$ cat config.mk
export PLATFORM = sky130hd
export DESIGN_NAME = gpio_dual_port
export DESIGN_NICKNAME = d
export VERILOG_FILES = /design/src/rtl/gpio_dual_pkg.sv /design/src/rtl/gpio_rst_sync.sv /design/src/rtl/gpio_port_regs.sv /design/src/rtl/gpio_irq_unit.sv /design/src/rtl/gpio_dual_port.sv
export SDC_FILE = /design/constraint.sdc
export NUM_CORES = 1
export LEC_CHECK = 0
export BUFFER_PORTS_ARGS = -buffer_cell sky130_fd_sc_hd__buf_2
export CORE_MARGIN = 4
export CORE_UTILIZATION = 51
export CTS_CLUSTER_SIZE = 10
export DETAILED_ROUTE_END_ITERATION = 16
export GPL_TIMING_DRIVEN = 0
export HOLD_SLACK_MARGIN = 0.15
export PLACE_DENSITY = 0.77
export SLEW_MARGIN = 40
export SYNTH_ARGS = -nofsm -noshare
export SYNTH_HDL_FRONTEND = slang
export SYNTH_HIERARCHICAL = 1
export SYNTH_SLANG_ARGS = --single-unit
$ cat constraint.sdc
create_clock -name clk -period 12.67 [get_ports clk]
set_clock_uncertainty 0.15 [all_clocks]
set_input_delay 1.9005 -clock clk [delete_from_list [all_inputs] [get_ports clk]]
set_output_delay 1.9005 -clock clk [all_outputs]
set_load 0.01 [all_outputs]
$ cat src/rtl/gpio_dual_pkg.sv
package gpio_dual_pkg;
  localparam int PORT_W   = 32;
  localparam int NPORT    = 2;
  localparam int NSRC     = 8;
  localparam int BUS_W    = 32;
  localparam int ADDR_W   = 6;
  localparam int LANES    = BUS_W / 8;
  localparam int GRP_BASE = 2;
  localparam logic [ADDR_W-1:0] IRQ_WORD = 6'd7;

  typedef enum logic [2:0] {
    RG_DIR  = 3'd0,
    RG_PIN  = 3'd1,
    RG_OUT  = 3'd2,
    RG_CLR  = 3'd3,
    RG_PU   = 3'd4,
    RG_PD   = 3'd5,
    RG_DRV  = 3'd6,
    RG_SMT  = 3'd7
  } port_reg_e;

  // Flat pin index (port*PORT_W + bit) of interrupt source k.
  function automatic int src_pin_idx(input int k);
    case (k)
      0:       return 2;
      1:       return 3;
      2:       return 4;
      3:       return PORT_W + 3;
      4:       return PORT_W + 4;
      5:       return PORT_W + 11;
      6:       return PORT_W + 12;
      default: return PORT_W + 15;
    endcase
  endfunction
endpackage

$ cat src/rtl/gpio_rst_sync.sv
module gpio_rst_sync (
  input  logic clk,
  input  logic rst_n,
  output logic rst_n_sync
);
  logic [1:0] stage_q;

  always_ff @(posedge clk or negedge rst_n) begin
    if (!rst_n) stage_q <= 2'b00;
    else        stage_q <= {stage_q[0], 1'b1};
  end

  assign rst_n_sync = stage_q[1];
endmodule

$ cat src/rtl/gpio_port_regs.sv
module gpio_port_regs
  import gpio_dual_pkg::*;
#(
  parameter int W = PORT_W
) (
  input  logic         clk,
  input  logic         rst_n,
  input  logic         wr_en,
  input  logic [2:0]   reg_sel,
  input  logic [W/8-1:0] be,
  input  logic [W-1:0] wdata,
  input  logic [W-1:0] pin_in,
  output logic [W-1:0] rdata,
  output logic [W-1:0] dir_o,
  output logic [W-1:0] pad_oe,
  output logic [W-1:0] pad_do,
  output logic [W-1:0] pad_pu,
  output logic [W-1:0] pad_pd
);
  localparam int NB = W / 8;

  logic [W-1:0] dir_q, out_q, pu_q, pd_q, drv_q, smt_q;
  logic [W-1:0] dir_d, out_d, pu_d, pd_d, drv_d, smt_d;
  logic [W-1:0] bmask;

  always_comb begin
    for (int b = 0; b < NB; b++) bmask[b*8 +: 8] = {8{be[b]}};
  end

  function automatic logic [W-1:0] merge(input logic [W-1:0] cur,
                                         input logic [W-1:0] nw,
                                         input logic [W-1:0] m);
    return (cur & ~m) | (nw & m);
  endfunction

  always_comb begin
    dir_d = dir_q;
    out_d = out_q;
    pu_d  = pu_q;
    pd_d  = pd_q;
    drv_d = drv_q;
    smt_d = smt_q;
    if (wr_en) begin
      case (port_reg_e'(reg_sel))
        RG_DIR: dir_d = merge(dir_q, wdata, bmask);
        RG_OUT: out_d = merge(out_q, wdata, bmask);
        RG_CLR: out_d = out_q & ~(wdata & bmask);
        RG_PU:  pu_d  = merge(pu_q, wdata, bmask);
        RG_PD:  pd_d  = merge(pd_q, wdata, bmask);
        RG_DRV: drv_d = merge(drv_q, wdata, bmask);
        RG_SMT: smt_d = merge(smt_q, wdata, bmask);
        default: ;
      endcase
    end
  end

  always_ff @(posedge clk or negedge rst_n) begin
    if (!rst_n) begin
      dir_q <= '0;
      out_q <= '0;
      pu_q  <= '0;
      pd_q  <= '0;
      drv_q <= '0;
      smt_q <= '1;
    end else begin
      dir_q <= dir_d;
      out_q <= out_d;
      pu_q  <= pu_d;
      pd_q  <= pd_d;
      drv_q <= drv_d;
      smt_q <= smt_d;
    end
  end

  always_comb begin
    case (port_reg_e'(reg_sel))
      RG_DIR:  rdata = dir_q;
      RG_PIN:  rdata = pin_in;
      RG_OUT:  rdata = out_q;
      RG_PU:   rdata = pu_q;
      RG_PD:   rdata = pd_q;
      RG_DRV:  rdata = drv_q;
      RG_SMT:  rdata = smt_q;
      default: rdata = '0;
    endcase
  end

  assign dir_o  = dir_q;
  assign pad_oe = dir_q & ~(pd_q & out_q);
  assign pad_do = out_q;
  assign pad_pu = pu_q;
  assign pad_pd = pd_q & ~dir_q;

  AST_OD_NEVER_HIGH: assert property (@(posedge clk) disable iff (!rst_n)
    ((pad_oe & pad_do & pd_q) == '0));

  AST_CLR_TAKES: assert property (@(posedge clk) disable iff (!rst_n)
    (wr_en && reg_sel == 3'(RG_CLR)) |=> ((out_q & $past(wdata & bmask)) == '0));

  AST_PIN_RO: assert property (@(posedge clk) disable iff (!rst_n)
    (wr_en && reg_sel == 3'(RG_PIN)) |=> ($stable(dir_q) && $stable(out_q) && $stable(pd_q)));
endmodule

$ cat src/rtl/gpio_irq_unit.sv
module gpio_irq_unit
  import gpio_dual_pkg::*;
#(
  parameter int N = NSRC
) (
  input  logic             clk,
  input  logic             rst_n,
  input  logic             wr_en,
  input  logic [LANES-1:0] be,
  input  logic [BUS_W-1:0] wdata,
  input  logic [N-1:0]     src_pin,
  input  logic [N-1:0]     src_in,
  output logic [BUS_W-1:0] rdata,
  output logic             irq
);
  logic [N-1:0] sync1_q, sync2_q, prev_q;
  logic [N-1:0] flag_q, en_q, mode_q, pol_q;
  logic [N-1:0] flag_d, en_d, mode_d, pol_d;
  logic [N-1:0] hit, edge_seen, event_v, clr_v;

  always_comb begin
    hit       = ~(sync2_q ^ pol_q);
    edge_seen = sync2_q ^ prev_q;
    event_v   = en_q & src_in & hit & (~mode_q | edge_seen);
    clr_v     = (wr_en && be[0]) ? wdata[N-1:0] : '0;
    flag_d    = (flag_q & ~clr_v) | event_v;
    en_d      = (wr_en && be[1]) ? wdata[8  +: N] : en_q;
    mode_d    = (wr_en && be[2]) ? wdata[16 +: N] : mode_q;
    pol_d     = (wr_en && be[3]) ? wdata[24 +: N] : pol_q;
  end

  always_ff @(posedge clk or negedge rst_n) begin
    if (!rst_n) begin
      sync1_q <= '0;
      sync2_q <= '0;
      prev_q  <= '0;
      flag_q  <= '0;
      en_q    <= '0;
      mode_q  <= '0;
      pol_q   <= '0;
    end else begin
      sync1_q <= src_pin;
      sync2_q <= sync1_q;
      prev_q  <= sync2_q;
      flag_q  <= flag_d;
      en_q    <= en_d;
      mode_q  <= mode_d;
      pol_q   <= pol_d;
    end
  end

  always_comb begin
    rdata = '0;
    rdata[0  +: N] = flag_q;
    rdata[8  +: N] = en_q;
    rdata[16 +: N] = mode_q;
    rdata[24 +: N] = pol_q;
  end

  assign irq = |(flag_q & en_q);

  AST_FLAG_GATED: assert property (@(posedge clk) disable iff (!rst_n)
    1'b1 |=> ((flag_q & ~$past(flag_q) & ~($past(en_q) & $past(src_in))) == '0));

  AST_IRQ_HAS_FLAG: assert property (@(posedge clk) disable iff (!rst_n)
    irq |-> (flag_q != '0));

  AST_CLEAR_QUIET: assert property (@(posedge clk) disable iff (!rst_n)
    (wr_en && be[0] && event_v == '0) |=> ((flag_q & $past(wdata[N-1:0])) == '0));
endmodule

$ cat src/rtl/gpio_dual_port.sv
module gpio_dual_port
  import gpio_dual_pkg::*;
(
  input  logic              clk,
  input  logic              rst_n,
  input  logic              bus_wr,
  input  logic [ADDR_W-1:0] bus_addr,
  input  logic [LANES-1:0]  bus_be,
  input  logic [BUS_W-1:0]  bus_wdata,
  output logic [BUS_W-1:0]  bus_rdata,
  input  logic [PORT_W-1:0] pa_in,
  output logic [PORT_W-1:0] pa_oe,
  output logic [PORT_W-1:0] pa_do,
  output logic [PORT_W-1:0] pa_pu,
  output logic [PORT_W-1:0] pa_pd,
  input  logic [PORT_W-1:0] pb_in,
  output logic [PORT_W-1:0] pb_oe,
  output logic [PORT_W-1:0] pb_do,
  output logic [PORT_W-1:0] pb_pu,
  output logic [PORT_W-1:0] pb_pd,
  output logic              irq_o
);
  localparam int FLAT_W = NPORT * PORT_W;

  logic rst_q;
  logic [NPORT-1:0][PORT_W-1:0] p_in, p_rd, p_dir, p_oe, p_do, p_pu, p_pd;
  logic [NPORT-1:0] p_sel;
  logic [FLAT_W-1:0] pins_flat, dir_flat;
  logic [NSRC-1:0] src_pin, src_in;
  logic irq_sel;
  logic [BUS_W-1:0] irq_rd;

  gpio_rst_sync u_rst (
    .clk        (clk),
    .rst_n      (rst_n),
    .rst_n_sync (rst_q)
  );

  assign p_in[0] = pa_in;
  assign p_in[1] = pb_in;

  for (genvar p = 0; p < NPORT; p++) begin : g_port
    assign p_sel[p] = (bus_addr[ADDR_W-1:3] == 3'(GRP_BASE + p));
    assign pins_flat[p*PORT_W +: PORT_W] = p_in[p];
    assign dir_flat[p*PORT_W +: PORT_W]  = p_dir[p];

    gpio_port_regs #(.W(PORT_W)) u_port (
      .clk     (clk),
      .rst_n   (rst_q),
      .wr_en   (bus_wr && p_sel[p]),
      .reg_sel (bus_addr[2:0]),
      .be      (bus_be),
      .wdata   (bus_wdata),
      .pin_in  (p_in[p]),
      .rdata   (p_rd[p]),
      .dir_o   (p_dir[p]),
      .pad_oe  (p_oe[p]),
      .pad_do  (p_do[p]),
      .pad_pu  (p_pu[p]),
      .pad_pd  (p_pd[p])
    );
  end

  for (genvar k = 0; k < NSRC; k++) begin : g_src
    localparam int IDX = src_pin_idx(k);
    assign src_pin[k] = pins_flat[IDX];
    assign src_in[k]  = ~dir_flat[IDX];
  end

  assign irq_sel = (bus_addr == IRQ_WORD);

  gpio_irq_unit #(.N(NSRC)) u_irq (
    .clk     (clk),
    .rst_n   (rst_q),
    .wr_en   (bus_wr && irq_sel),
    .be      (bus_be),
    .wdata   (bus_wdata),
    .src_pin (src_pin),
    .src_in  (src_in),
    .rdata   (irq_rd),
    .irq     (irq_o)
  );

  always_comb begin
    bus_rdata = '0;
    if (irq_sel) bus_rdata = irq_rd;
    for (int p = 0; p < NPORT; p++) begin
      if (p_sel[p]) bus_rdata = p_rd[p];
    end
  end

  assign pa_oe = p_oe[0];
  assign pa_do = p_do[0];
  assign pa_pu = p_pu[0];
  assign pa_pd = p_pd[0];
  assign pb_oe = p_oe[1];
  assign pb_do = p_do[1];
  assign pb_pu = p_pu[1];
  assign pb_pd = p_pd[1];

  AST_RESERVED_ZERO: assert property (@(posedge clk) disable iff (!rst_q)
    (!irq_sel && p_sel == '0) |-> (bus_rdata == '0));
endmodule

==> metrics.md, run 1 <==
| Metric | Value |
|---|---|
| Run status | `finished clean` |
| Clock transition at path regs | `0.06 ns` |
| Kind of start point of the critical path | `primary input` |
| RSZ-0062 raised after global routing | `false` |
| Die Width | `217 um` |
| PD cells | `about 130 nW/um^2` |
| Crit end category | `output pin` |
| DIE HEIGHT | `between 200 and 250 um` |
| CTS buffer count | `50` |
| Boundary pin count | `just under 400` |
| Pleak | `0.0132 uW` |
| Worst-Margin Slew | `~0.84 ns` |
| Post-DP HPWL | `between 50,000 and 60,000 um` |
| Number of global-route vias before repair | `approximately 18,000` |
| CP required | `10.62 ns` |
| Routed WL | `78,500 um` |
| CP Data Arrival Time | `4.61 ns` |
| Relative slew slack | `a little over two fifths` |
| DR iter-0 viols | `1,606` |
| Top Family by Delay on Critical Path | `buffers and inverters` |
| Setup Crit Path Kind | `in -> out` |
| Layout cells sized above 1 | `about 47%` |
| Grt ovf | `0` |
| Synth Instances | `1,719` |
| Via count | `17,700` |
| Hold slack | `between 0.15 and 0.2 ns` |
| Initial Util | `between 50 and 60%` |
| Maxcap violations | `0` |
| Synth warn | `6` |
| VDD IR max | `a little under 0.09 mV` |
| Distinct cells, synth | `39` |
| Utilization of the core after routing | `between 60% and 70%` |
| CTS Buffer Depth | `3` |
| Drt wl/cell | `28.0 um` |
| Gr usage total | `approximately a third` |
| Final Critical Period | `6.66 ns` |
| Antenna violations before repair | `6` |
| Critical path buffers and inverters | `5` |
| M3 GR Usage | `7.64%` |
| Final setup vio count | `0` |
| Crit-path most repeated cell | `buf_2` |
| Largest net degree at the start of global routing | `45` |
| Antenna viol nets, final | `0` |
| Mapped cell area | `22,400 sq um` |
| Most frequent cells in the layout | `buf_2, mux2_2, dfrtp_1, mux2i_1, a221oi_1` |
| Top Usage Layer GRT | `met2` |
| Crit path max-delay cell type | `clkbuf_1` |
| DR vias/cell | `between 6 and 7` |
| Met1 usage | `~44%` |
| Most common cell after layout, fill and taps aside | `buf_2` |
| TritonRoute pass-1 iters | `5` |
| Period utilization | `~53%` |
| Root buf cell | `clkbuf_16` |
| Final hold vios | `0` |
| HP Class | `reg -> async` |
| Synth Net Count | `about 1,800` |
| Crit-path cells | `buf_2 -> buf_2 -> buf_2 -> clkbuf_1 -> a221oi_1 -> a221oi_1 -> o21ai_0 -> a2bb2oi_1 -> buf_2` |
| First-pass GRT wire length | `between 100,000 and 150,000 um` |
| Post-CTS Setup Bufs | `0` |
| Post-synthesis sequential area ratio | `49.8%` |
| Syn Area/Cell | `roughly 13 sq um` |
| Dpl cell area | `25,300 sq um` |
| Critical path fanouts, max | `10` |
| Gpl congestion | `roughly 0.97` |
| Port Buf Inserts | `a little under 400` |
| H-tree levels | `2` |
| Die Area | `47,200 sq um` |
| FMAX | `0.150 GHz` |
| Yosys reg bits | `roughly 440` |
| Design area | `~27,000 sq um` |
| CP max stage delay | `about 0.57 ns` |
| # DRC | `0` |
| Syn-to-layout area delta | `19.8%` |
| Worst-Skew Late Latency | `just under 0.6 ns` |
| # rows | `76` |
| Clk sinks | `approximately 440` |
| Setup TNS | `0 ns` |
| M2 GR Usage | `between 50% and 60%` |
| Core area | `about 43,000 sq um` |
| Final count of pins violating max slew | `0` |
| CTS tree | `done` |
| Final net count | `2,288` |
==> through the flow <==
| step | cells | setup WS (ns) | total power, uW |
|---|---|---|---|
| after CTS | 2803 | 6.15 | 3590 |
| after global routing | 2806 | 5.97 | 3710 |
| after floorplan | 1719 | 5.37 | 1980 |
| after detailed placement | 2711 | 6.15 | 2250 |
| final | 2807 | 6.01 | 3580 |
| after global placement | 2700 | 2.82 | 2220 |
==> repair_timing <==
action / CTS / global route
endpoints found under the hold margin: 3 / 0
hold buffers: 1 / 0
resized for setup: 0 / 0
==> cell usage after synthesis, drive strengths merged <==
cell,count,area (sq um)
dfstp,64,1680
nor2b,71,444
and3b,1,8.76
a221oi,128,1120
mux2,408,4590
dfrtp,378,9460
a21boi,72,541
and3,2,12.5
nor2,36,365
nand3b,4,55.1
nor4b,3,71.3
a22oi,4,30.0
a41o,8,80.1
o21ai,96,480
nand3,34,170
clkbuf,51,199
mux2i,128,1280
xnor2,16,140
buf,55,373
a2bb2oi,32,324
nand4,1,6.26
nand2,28,133
conb,1,3.75
and4b,8,80.1
inv,12,45.0
or3b,2,17.5
and2,12,75.1
a22o,64,561
==> layout make-up <==
class	count	area, sq um
Fill cell	3498	16400
Sequential cell	442	11100
Multi-Input combinational cell	1159	10600
Timing Repair Buffer	408	2210
Clock buffer	91	1470
Tap cell	585	732
Buffer	106	572
Inverter	12	45.0
Antenna cell	4	10.0
==> power breakdown <==
part	internal, uW	switching [uW]
registers	1550	120
clock network	774	567
logic	259	313
total	2580	999
==> final timing paths <==
kind	from	to	slack, ns	cells after the start
setup / recovery	bus_addr[2]	bus_rdata[31]	6.01	9
hold / removal	u_rst/stage_q[1]	async pin	0.17	1
setup reg to reg	u_rst/stage_q[1]	async pin	11.08	4
hold reg to reg	u_rst/stage_q[1]	async pin	0.17	1
max in group asynchronous	u_rst/stage_q[1]	async pin	11.08	4
min in group clk	u_irq/sync1_q[6]	u_irq/sync2_q[6]	0.19	0
==> cell families after synthesis <==
kind of cell	share of synthesized area, %
and+or+nand+nor	6.44
buffers and inverters	2.76
AOI/OAI and AO/OA	14.0
DFF	49.8
xor gates and xnor gates	0.627
other	0.0168
muxes	26.3
==> metal layers <==
| metal | wire length, um | up-vias |
|---|---|---|
| li1 | - | 7501 |
| met1 | 32800 | 9093 |
| met2 | 35900 | 899 |
| met3 | 6360 | 198 |
| met4 | 3450 | 4 |
| met5 | 17 | - |
(Power assumes the default switching activity.)
==> inputs of run 2 (changes only) <==
--- a/config.mk
+++ b/config.mk
@@ -7,12 +7,12 @@
 export LEC_CHECK = 0
 export BUFFER_PORTS_ARGS = -buffer_cell sky130_fd_sc_hd__buf_2
 export CORE_MARGIN = 4
-export CORE_UTILIZATION = 51
+export CORE_UTILIZATION = 55
 export CTS_CLUSTER_SIZE = 10
 export DETAILED_ROUTE_END_ITERATION = 16
 export GPL_TIMING_DRIVEN = 0
 export HOLD_SLACK_MARGIN = 0.15
-export PLACE_DENSITY = 0.77
+export PLACE_DENSITY = 0.79
 export SLEW_MARGIN = 40
 export SYNTH_ARGS = -nofsm -noshare
 export SYNTH_HDL_FRONTEND = slang
==> constraint.sdc (replaced) <==
create_clock -name clk -period 6.9 [get_ports clk]
set_clock_uncertainty 0.15 [all_clocks]
set_input_delay 1.035 -clock clk [delete_from_list [all_inputs] [get_ports clk]]
set_output_delay 1.035 -clock clk [all_outputs]
set_load 0.01 [all_outputs]
==> run 2 against run 1 <==
  * Critical path type unchanged
  * Critical endpoint is now bus_rdata[16]
  * Non-clock buffer count up 1
  * Die area down 7.0%
  * Via count up 0.72%
  * Register-to-register slack worse by 5.8 ns
  * Wire length down 1.6%
==> metrics.md, run 2 (synthesis gave the netlist of run 1 again) <==
| Metric | Value |
|---|---|
| Pleak | `0.0133 uW (about the same)` |
| Drt wl/cell | `28.1 um (+0.52%)` |
| Worst Hold Depth | `0` |
| Gpl congestion | `0.970 (about the same)` |
| Setup Crit Path Kind | `in -> out` |
| Final count of pins violating max slew | `0 (unchanged)` |
| Worst-Margin Slew | `0.808 ns (-0.0338 ns)` |
| Clk sinks | `442 (unchanged)` |
| Gate power share | `15.9% (about the same)` |
| # rows | `73 (-3.9%)` |
| Final Critical Period | `roughly 5 ns` |
| CTS buffer count | `50 (unchanged)` |
| PD cells | `246 nW/um^2 (+84%)` |
| # DRC | `0 (unchanged)` |
| Antenna violations before repair | `6 (unchanged)` |
| Worst min-delay path startpoint | `u_irq/sync1_q[0]` |
| Critical path fanouts, max | `10 (unchanged)` |
| R2R cell count | `4 (unchanged)` |
| Maxcap violations | `0 (unchanged)` |
| Gr usage total | `34.1% (+1.6 points)` |
| Die Area | `43,900 sq um (-7.0%)` |
| FMAX | `a little over 0.2 GHz` |
| CTS Buffer Depth | `3 (unchanged)` |
| Syn-to-layout area delta | `19.6%` |
| Cell internal pwr | `4750 uW (+84%)` |
| CP Data Arrival Time | `3.72 ns (-0.89 ns)` |
| First-pass GRT wire length | `114,000 um (-1.2%)` |
| Reg2Reg Setup Slack | `5.24 ns (-5.84 ns)` |
| M3 GR Usage | `9.54% (+1.9 points)` |
| Worst Hold Endpoint | `u_irq/sync2_q[0]` |
| Root buf cell | `clkbuf_16` |
| Final net count | `2,289 (+0.044%)` |
| Largest net degree at the start of global routing | `47 (+4.4%)` |
| Grt ovf | `0 (unchanged)` |
| Top Usage Layer GRT | `met2` |
| Core area | `39,900 sq um (-7.5%)` |
| Layout cells sized above 1 | `46.9% (about the same)` |
| HP Class | `reg -> reg` |
| Routed WL | `77,300 um (-1.6%)` |
| Dpl cell area | `25,200 sq um (-0.30%)` |
| Fin worst setup slack | `1.99 ns (-4.01 ns)` |
| Initial Util | `56.0% (+4.2 points)` |
| DIE HEIGHT | `210 um (-3.6%)` |
| Met1 usage | `45.7% (+1.8 points)` |
| Die Width | `210 um (-3.6%)` |
| Clock transition at path regs | `0.06 ns (about the same)` |
| Most frequent cells in the layout | `buf_2, mux2_2, dfrtp_1, mux2i_1, a221oi_1` |
| Cts repair resizes | `0 (unchanged)` |
| Post-CTS Hold Buffers | `2 (+1)` |
| RSZ-0062 raised after global routing | `false` |
| Clock share of power | `37.4% (about the same)` |
| M2 GR Usage | `51.7% (+1.4 points)` |
| Final setup vio count | `0 (unchanged)` |
| Antenna viol nets, final | `0 (unchanged)` |
| Run status | `finished clean` |
| TritonRoute pass-1 iters | `5 (unchanged)` |
| Design area | `26,700 sq um (-0.21%)` |
| Post-DP HPWL | `56,500 um (-3.2%)` |
| Via count | `17,800 (+0.72%)` |
| CTS tree | `done` |
| Pre-CTS setup slack | `2.15 ns (-4.00 ns)` |
| Final hold vios | `0 (unchanged)` |
| Port Buf Inserts | `396 (unchanged)` |
| R2R Path Start | `u_rst/stage_q[1]` |
| Psw | `1820 uW (+82%)` |
| Kind of start point of the critical path | `primary input` |
| DR iter-0 viols | `1,592 (-0.87%)` |
| Setup TNS | `0 ns (unchanged)` |
| Post-CTS Setup Bufs | `0 (unchanged)` |
| Worst-Skew Late Latency | `0.58 ns (about the same)` |
| Relative slew slack | `46.2% (+2.3 points)` |
| Most common cell after layout, fill and taps aside | `buf_2` |
| H-tree levels | `2 (unchanged)` |
| CP required | `5.71 ns (-4.91 ns)` |
| DR vias/cell | `6.49 (+2.9%)` |
| Flop pwr share | `46.7% (about the same)` |
| VDD IR max | `0.167 mV (+90%)` |
| Sw Share | `27.7% (-0.22 points)` |
| Crit end category | `output pin` |
| Boundary pin count | `398 (unchanged)` |
| Period utilization | `71.1%` |
| Number of global-route vias before repair | `18,100 (-0.83%)` |
| Hold slack | `0.188 ns (+0.0152 ns)` |
run 2: changes by cell type in the layout (fill, tap and decap cells not counted), sizes merged:
| cell | change |
|---|---|
| clkbuf | -1 |
| diode | +1 |
| dlygate4sd3 | +1 |
run 2: metal layers:
layer  vias up  part of all wire (%)
met5         -                0.0091
met2      1023                    45
met1      9081                    40
met3       227                    10
met4         2                   5.1
li1       7490                     -
run 2: worst max path at each step:
stage	startpoint	end	slack [ns]	depth (start not counted)
after global routing	bus_addr[2]	bus_rdata[18]	1.91	9
after floorplan	u_rst/stage_q[1]	async pin	2.46	0
after detailed placement	bus_addr[2]	bus_rdata[16]	2.15	8
after global placement	u_rst/stage_q[1]	async pin	0.95	0
final	bus_addr[2]	bus_rdata[16]	1.99	8
after CTS	bus_addr[2]	bus_rdata[16]	2.15	8
run 2: stage by stage:
stage / power (uW) / util, % / std cells
2_1_floorplan: 3630 / - / 1719
3_3_place_gp: 4070 / 62.6 / 2640
3_5_place_dp: 4120 / 63.2 / 2651
4_1_cts: 6580 / 66.9 / 2743
5_1_grt: 6790 / 67.0 / 2748
6_report: 6560 / 67.0 / 2748
run 2: layout make-up:
cell class                 count  area [sq um]
buffer                       106           572
fill                        2987         13200
multi-input combinational   1159         10600
clock buffer                  90          1480
timing repair buffer         409          2220
tap                          525           657
sequential                   442         11100
inverter                      12          45.0
antenna                        5          12.5
run 2: worst max-delay path, cell delays in order:
cell	delay [ns]
buf_2	0.16
buf_2	0.24
buf_2	0.28
clkbuf_1	0.55
a221oi_1	0.16
a221oi_1	0.59
a2bb2oi_1	0.47
buf_2	0.23
run 2: power groups by stage:
stage	Clock [uW]	Combinational [uW]	Sequential [uW]
after floorplan	0	557	3080
final	2460	1040	3070
after detailed placement	0	1030	3100
after global placement	0	942	3130
after global routing	2600	1110	3090
after CTS	2490	1030	3050
